[src/rtl/agu_pkg.sv]
package agu_pkg;
  localparam int ADDR_W = 32;
  localparam int MASK_W = 16;
  localparam int DISP_W = 16;
  localparam int STEP   = 4;
  localparam int HI_W   = ADDR_W - MASK_W;

  typedef enum logic [1:0] {
    AM_IND  = 2'b00,
    AM_POST = 2'b01,
    AM_PRE  = 2'b10,
    AM_DISP = 2'b11
  } amode_e;

  function automatic logic [ADDR_W-1:0] mask_word(input logic [MASK_W-1:0] m,
                                                  input logic en);
    return en ? {{HI_W{1'b1}}, m} : {ADDR_W{1'b1}};
  endfunction

  function automatic logic [ADDR_W-1:0] sext_disp(input logic [DISP_W-1:0] d);
    return {{(ADDR_W-DISP_W){d[DISP_W-1]}}, d};
  endfunction

  function automatic logic [ADDR_W-1:0] step_addr(input logic [ADDR_W-1:0] a,
                                                  input logic down);
    return down ? a - ADDR_W'(STEP) : a + ADDR_W'(STEP);
  endfunction
endpackage

[src/rtl/agu_mask_reg.sv]
module agu_mask_reg
  import agu_pkg::*;
(
  input  logic              clk,
  input  logic              rst_n,
  input  logic              wr_en,
  input  logic [ADDR_W-1:0] wr_data,
  output logic [MASK_W-1:0] mask_q,
  output logic [ADDR_W-1:0] rd_data
);
  always_ff @(posedge clk) begin
    if (!rst_n)     mask_q <= {MASK_W{1'b1}};
    else if (wr_en) mask_q <= wr_data[MASK_W-1:0];
  end

  assign rd_data = {{HI_W{1'b1}}, mask_q};

  a_r8_upper_ones: assert property (@(posedge clk) disable iff (!rst_n)
    rd_data[ADDR_W-1:MASK_W] == {HI_W{1'b1}});

  a_r9_write_next: assert property (@(posedge clk) disable iff (!rst_n)
    wr_en |=> rd_data[MASK_W-1:0] == $past(wr_data[MASK_W-1:0]));
endmodule

[src/rtl/agu_addr_calc.sv]
module agu_addr_calc
  import agu_pkg::*;
(
  input  logic [ADDR_W-1:0] areg_in,
  input  logic [1:0]        amode,
  input  logic [DISP_W-1:0] disp,
  input  logic [ADDR_W-1:0] mword,
  output logic [ADDR_W-1:0] op_addr,
  output logic [ADDR_W-1:0] areg_new,
  output logic              areg_we
);
  logic [ADDR_W-1:0] inc_val, dec_val, disp_sum;

  assign inc_val  = step_addr(areg_in, 1'b0);
  assign dec_val  = step_addr(areg_in, 1'b1);
  assign disp_sum = areg_in + sext_disp(disp);

  always_comb begin
    op_addr  = areg_in & mword;
    areg_new = areg_in;
    areg_we  = 1'b0;
    case (amode_e'(amode))
      AM_IND:  op_addr = areg_in & mword;
      AM_POST: begin
        op_addr  = areg_in;
        areg_new = inc_val & mword;
        areg_we  = 1'b1;
      end
      AM_PRE: begin
        op_addr  = dec_val & mword;
        areg_new = dec_val & mword;
        areg_we  = 1'b1;
      end
      AM_DISP: op_addr = disp_sum & mword;
      default: ;
    endcase
  end
endmodule

[src/rtl/masked_agu.sv]
module masked_agu
  import agu_pkg::*;
(
  input  logic        clk,
  input  logic        rst_n,
  input  logic        mreg_wr_en,
  input  logic [31:0] mreg_wr_data,
  output logic [31:0] mreg_rd_data,
  input  logic [31:0] areg_in,
  input  logic [1:0]  amode,
  input  logic [15:0] disp,
  input  logic        mask_en,
  output logic [31:0] op_addr,
  output logic [31:0] areg_new,
  output logic        areg_we
);
  logic [MASK_W-1:0] mask_q;
  logic [ADDR_W-1:0] mword;

  agu_mask_reg u_mreg (
    .clk(clk), .rst_n(rst_n), .wr_en(mreg_wr_en), .wr_data(mreg_wr_data),
    .mask_q(mask_q), .rd_data(mreg_rd_data)
  );

  assign mword = mask_word(mask_q, mask_en);

  agu_addr_calc u_calc (
    .areg_in(areg_in), .amode(amode), .disp(disp), .mword(mword),
    .op_addr(op_addr), .areg_new(areg_new), .areg_we(areg_we)
  );

  a_r1_no_wb: assert property (@(posedge clk) disable iff (!rst_n)
    (amode == 2'b00 || amode == 2'b11) |-> (!areg_we && areg_new == areg_in));

  a_r2_post_raw: assert property (@(posedge clk) disable iff (!rst_n)
    amode == 2'b01 |-> (op_addr == areg_in && areg_we));

  a_r3_pre_same: assert property (@(posedge clk) disable iff (!rst_n)
    amode == 2'b10 |-> (op_addr == areg_new && areg_we));

  a_r5_unmasked: assert property (@(posedge clk) disable iff (!rst_n)
    (!mask_en && amode == 2'b00) |-> op_addr == areg_in);

  a_r6_upper_kept: assert property (@(posedge clk) disable iff (!rst_n)
    amode == 2'b00 |-> op_addr[31:16] == areg_in[31:16]);
endmodule

[config.mk]
export PLATFORM = sky130hd
export DESIGN_NAME = masked_agu
export DESIGN_NICKNAME = d
export VERILOG_FILES = /design/src/rtl/agu_pkg.sv /design/src/rtl/agu_mask_reg.sv /design/src/rtl/agu_addr_calc.sv /design/src/rtl/masked_agu.sv
export SDC_FILE = /design/constraint.sdc
export NUM_CORES = 1
export LEC_CHECK = 0
export ABC_AREA = 1
export ABC_CLOCK_PERIOD_IN_PS = 2000
export BUFFER_PORTS_ARGS = -buffer_cell sky130_fd_sc_hd__buf_2
export CORE_ASPECT_RATIO = 0.7
export CORE_MARGIN = 8
export CORE_UTILIZATION = 51
export DETAILED_ROUTE_END_ITERATION = 6
export PLACE_DENSITY = 0.8
export REMOVE_ABC_BUFFERS = 1
export SYNTH_ARGS = -nofsm -noshare
export SYNTH_HDL_FRONTEND = slang
export SYNTH_HIERARCHICAL = 1
export SYNTH_SLANG_ARGS = --single-unit
[constraint.sdc]
create_clock -name clk -period 2 [get_ports clk]
set_input_delay 0.3 -clock clk [delete_from_list [all_inputs] [get_ports clk]]
set_output_delay 0.3 -clock clk [all_outputs]
set_load 0.005 [all_outputs]
==> impl_results.md, run 1 <==
* I/O Buffers at 150
* Post-synth ARST share at 0%
* Die Span Y at 114 µm
* Synthesized area at 7050 µm²
* Number of H-tree levels at 1
* Inserted Clock Buffers at 3
* Post-synth EDFFs at 0
* Post-synthesis sequential area ratio at 4.54%
* Gate Count Post-Synth at 1416
* Synth unique cells at 49
* CTS Root Cell: clkbuf_16
* Share of the synthesized area in the top cell type at 29.3%
* Aggregate global-route resource usage at 76.1%
* Setup WS pre-CTS at -0.457 ns
* Fail Step: global routing (5_1_grt)
* Synth top area cells: nand2_1 (29%), inv_1 (10%), nand3_1 (7.5%), nor2_1 (6.5%), ha_1 (6.4%)
* Die Width at 157 µm
* Top_reg_cell synth: dfxtp_1
* Post-Place Cells at 1935
* Last worst endpoint in the global-route repair_timing: op_addr[14]
* Placed Area at 9300 µm²
* # hold bufs at CTS at 0
* Syn Area/Cell at 4.98 µm²
* Worst endpoint type: top-level output
* HPWL Detailed at 26.1 mm
* Largest net degree at the start of global routing at 34
* Max clock buf depth at 2
* Yosys warning count at 6
* Flops & latches, synth at 16
* Stop err: [ERROR GRT-0232] Routing congestion too high. Check the congestion heatmap in the GUI.
* Gpl congestion at 1.01
* Synth area leader: nand2_1
* Initial Util at 51.5%
* Outcome: did not finish
* # clock sinks at 16
* Placement Rows at 36
* Total gr overflow at 4
* Ports at 183
routing by layer:
metal	global-route usage (%)	GRT overflow
met5	45.7	0
met4	71.4	1
met3	70.8	0
met2	86.6	3
met1	74.9	0
cells in the mapped netlist, types with 11 or more instances:
cell and count:
nand4_1 40, ha_1 36, buf_4 33, o21ai_0 49, nand2_2 20, a21oi_1 65
buf_6 11, a31oi_1 12, inv_2 16, inv_1 193, nor2_1 122, nand3_1 105
dfxtp_1 16, nand2_1 551, clkbuf_1 20
cell families after synthesis:
logic type,synth area share (%)
buf+inv,19.2
flops,4.54
compound gates,13.3
other cells,0.107
xor+xnor,0.870
simple gates,55.3
fa+ha+maj,6.67
what timing repair did:
action	4_1_cts
cloned	1
endpoints found under the hold margin	0
pin swaps	132
buffers inserted	19
resized for setup	403
setup endpoints to repair	58
stage by stage:
stage / setup TNS [ns] / hold WS, ns
CTS: -4.25 / 0.261
floorplan: -27.60 / 0.372
detailed placement: -15.00 / 0.466
global placement: -13.91 / 0.464
==> run 2, diff against run 1 <==
Settings changed: ABC_CLOCK_PERIOD_IN_PS 2000 to 2600, CORE_ASPECT_RATIO 0.7 to default, CORE_UTILIZATION 51 to 36, PLACE_DENSITY 0.8 to default, PLACE_DENSITY_LB_ADDON from default to 0.15.
Clock period 2 ns to 2.6 ns, I/O delays scaled along.
==> impl_results.md, run 2 <==
* WL met2 at 13.5 mm
* Iter 0 DRT Violations at 660
* Top_reg_cell synth: dfxtp_1
* Vias in the first global route at 8632
* Syn Area/Cell at 4.98 µm²
* Layout cells sized above 1 at 25.2%
* Setup TNS at 0 ns
* Aggregate global-route resource usage at 22.8%
* Yosys warning count at 6
* Worst r2r src: u_mreg/mask_q[5]
* Synth unique cells at 49
* DR vias/cell at 4.94
* Commonest cells after routing, fill and taps aside: nand2_1 (525), inv_1 (193), buf_2 (148)
* Max-Cap Viols at 0
* Synthesized area at 7050 µm²
* Post-synth EDFFs at 0
* Placed Area at 8480 µm²
* Hold crit path type: primary input to flop
* Min-delay src: mreg_wr_data[1]
* Outcome: finished, final reports clean
* # DRC at 0
* Max clock buf depth at 2
* Die area at 24300 µm²
* TritonCTS clock tree: yes
* Synth top area cells: nand2_1 (29%), inv_1 (10%), nand3_1 (7.5%), nor2_1 (6.5%), ha_1 (6.4%)
* Crit path capture: areg_new[28]
* Clock latency on the worst-skew pair at 0.24 ns
* Tcrit/Tclk final at 96.5%
* First-pass GRT wire length at 44.9 mm
* # clock sinks at 16
* Clock skew at 0 ns
* Initial antenna violation count at 0
* Post-synth ARST share at 0%
* Commonest non-fill, non-tap cell in the layout: nand2_1
* Critical Path Source: areg_in[5]
* Critical path required time at 2.21 ns
* Post-synthesis sequential area ratio at 4.54%
* Routed WL per cell at 15.4 µm
* Final Hold Viols at 0
* Critical Setup Path Class: primary input to output pin
* Biggest register: u_mreg/mask_q
* HPWL Detailed at 24.0 mm
* Total gr overflow at 0
* Worst Path Arrival at 2.12 ns
* M1 WL at 12.8 mm
* Final instance area at 9230 µm²
* Die Span Y at 156 µm
* CTS Root Cell: clkbuf_16
* WL final at 29.4 mm
* Multi-input logic area at 6210 µm²
* Worst R2R End: u_mreg/mask_q[5]
* Fin. max-slew vios at 0
* Placement Rows at 51
* Final setup fails at 0
* Tmin final at 2.51 ns
* Diode count at 0
* Worst-path maximum fanout at 10
* Pwr Density at 246 nW/µm²
* Post-synth top cells: nand2_1 (551), inv_1 (193), nor2_1 (122), nand3_1 (105), a21oi_1 (65)
* Number of H-tree levels at 1
* Gpl congestion at 0.970
* Max FFs per register at 16
* Ports at 183
* First-pass DRT Iterations at 5
* LEAKAGE at 5.06 nW
* Layout fillers at 2203
* Flops & latches, synth at 16
* RSZ-0062 raised after global routing: yes
* Clock-pin slew on the worst setup and hold paths at 0.04 ns
* Antenna Violating Nets Remaining at 0
* Total power at 0.00228 W
* Max VDD drop at 424 µV
* # nets final at 1763
* Most frequent cell after synthesis: nand2_1
* Synth area leader: nand2_1
* I/O Buffers at 150
* Die Width at 156 µm
* Largest net degree at the start of global routing at 47
* Gate Count Post-Synth at 1416
* Met3 wire length at 2.13 mm
* Crit. End Element: output pin
* DR vias at 9408
* Largest regs: u_mreg/mask_q: 16 flops
* R2R Setup Slk at 2.02 ns
* Top sig layer: met4
* Initial Util at 36.5%
* Inserted Clock Buffers at 3
* Share of the synthesized area in the top cell type at 29.3%
* Core box area at 19300 µm²
* Critical Path Source Type: primary input
* Reg area at 320 µm²
* FMAX at 399 MHz
* Synthesis-to-finish area growth at 31.0%
* R2R cell count at 2
[run 2: cell counts after synthesis]
Identical to the previous run, type by type.
[run 2: critical path, stage by stage]
cell and delay (ns):
buf_2 0.15, buf_4 0.21, inv_1 0.13, nor3_1 0.25
nand2_1 0.12, nor2_1 0.31, nand2_1 0.10, nand2_1 0.06
nand4_1 0.08, nand2_1 0.09, nand2_1 0.05, nand2_1 0.07
buf_2 0.11
[run 2: through the flow]
step                instances  utilization, %  hold slack [ns]  setup slack [ns]
detailed placement       1896            43.8            0.473            -0.156
CTS                      1899            44.3            0.352            0.0192
finish                   1903            47.8            0.355            0.0907
global placement         1896            43.8            0.470            -0.174
global route             1903            47.8            0.367           -0.0437
floorplan                1397               -            0.462            -0.211
[run 2: power breakdown]
group,switching (W),internal [W],total (W)
registers,0.0000151,0.000264,0.000279
clock network,0.0000871,0.000201,0.000288
logic,0.00104,0.000670,0.00171
total,0.00114,0.00113,0.00228
[run 2: kinds of logic after synthesis]
logic type	count (synthesis)	share of synthesized area (%)
and+or+nand+nor	894	55.3
buffers and inverters	292	19.2
AOI/OAI and AO/OA	168	13.3
adders and majority gates	37	6.67
DFF	16	4.54
xor gates and xnor gates	7	0.870
other	2	0.107
[run 2: layout make-up]
cell class,instances,area share [%]
timing repair buffer,238,16.2
clock buffer,3,0.813
sequential,16,3.47
inverter,212,8.69
tap,265,3.59
multi-input combinational,1169,67.3
[run 2: timing repair]
action | CTS | global route
resized for setup | 7 | 117
gates cloned | 0 | 2
buffers inserted | 0 | 2
hold buffers | 0 | 0
pin swaps | 0 | 14
setup endpoints to repair | 14 | 30
[run 2: worst min-delay path by stage]
stage                     cells after the start                 to  slack (ns)
after global placement                        2   u_mreg/mask_q[1]        0.47
final                                         3   u_mreg/mask_q[1]        0.35
after CTS                                     3   u_mreg/mask_q[0]        0.35
after global routing                          3  u_mreg/mask_q[12]        0.37
after detailed placement                      2   u_mreg/mask_q[3]        0.47
after floorplan                               1   u_mreg/mask_q[5]        0.46
[run 2: per-layer routing]
layer / up-vias / GRT usage, %
met1: 4143 / 29.2
met5: - / 0
li1: 4838 / -
met4: 0 / 8.09
met3: 44 / 2.99
met2: 383 / 38.4
(Power assumes the default switching activity.)
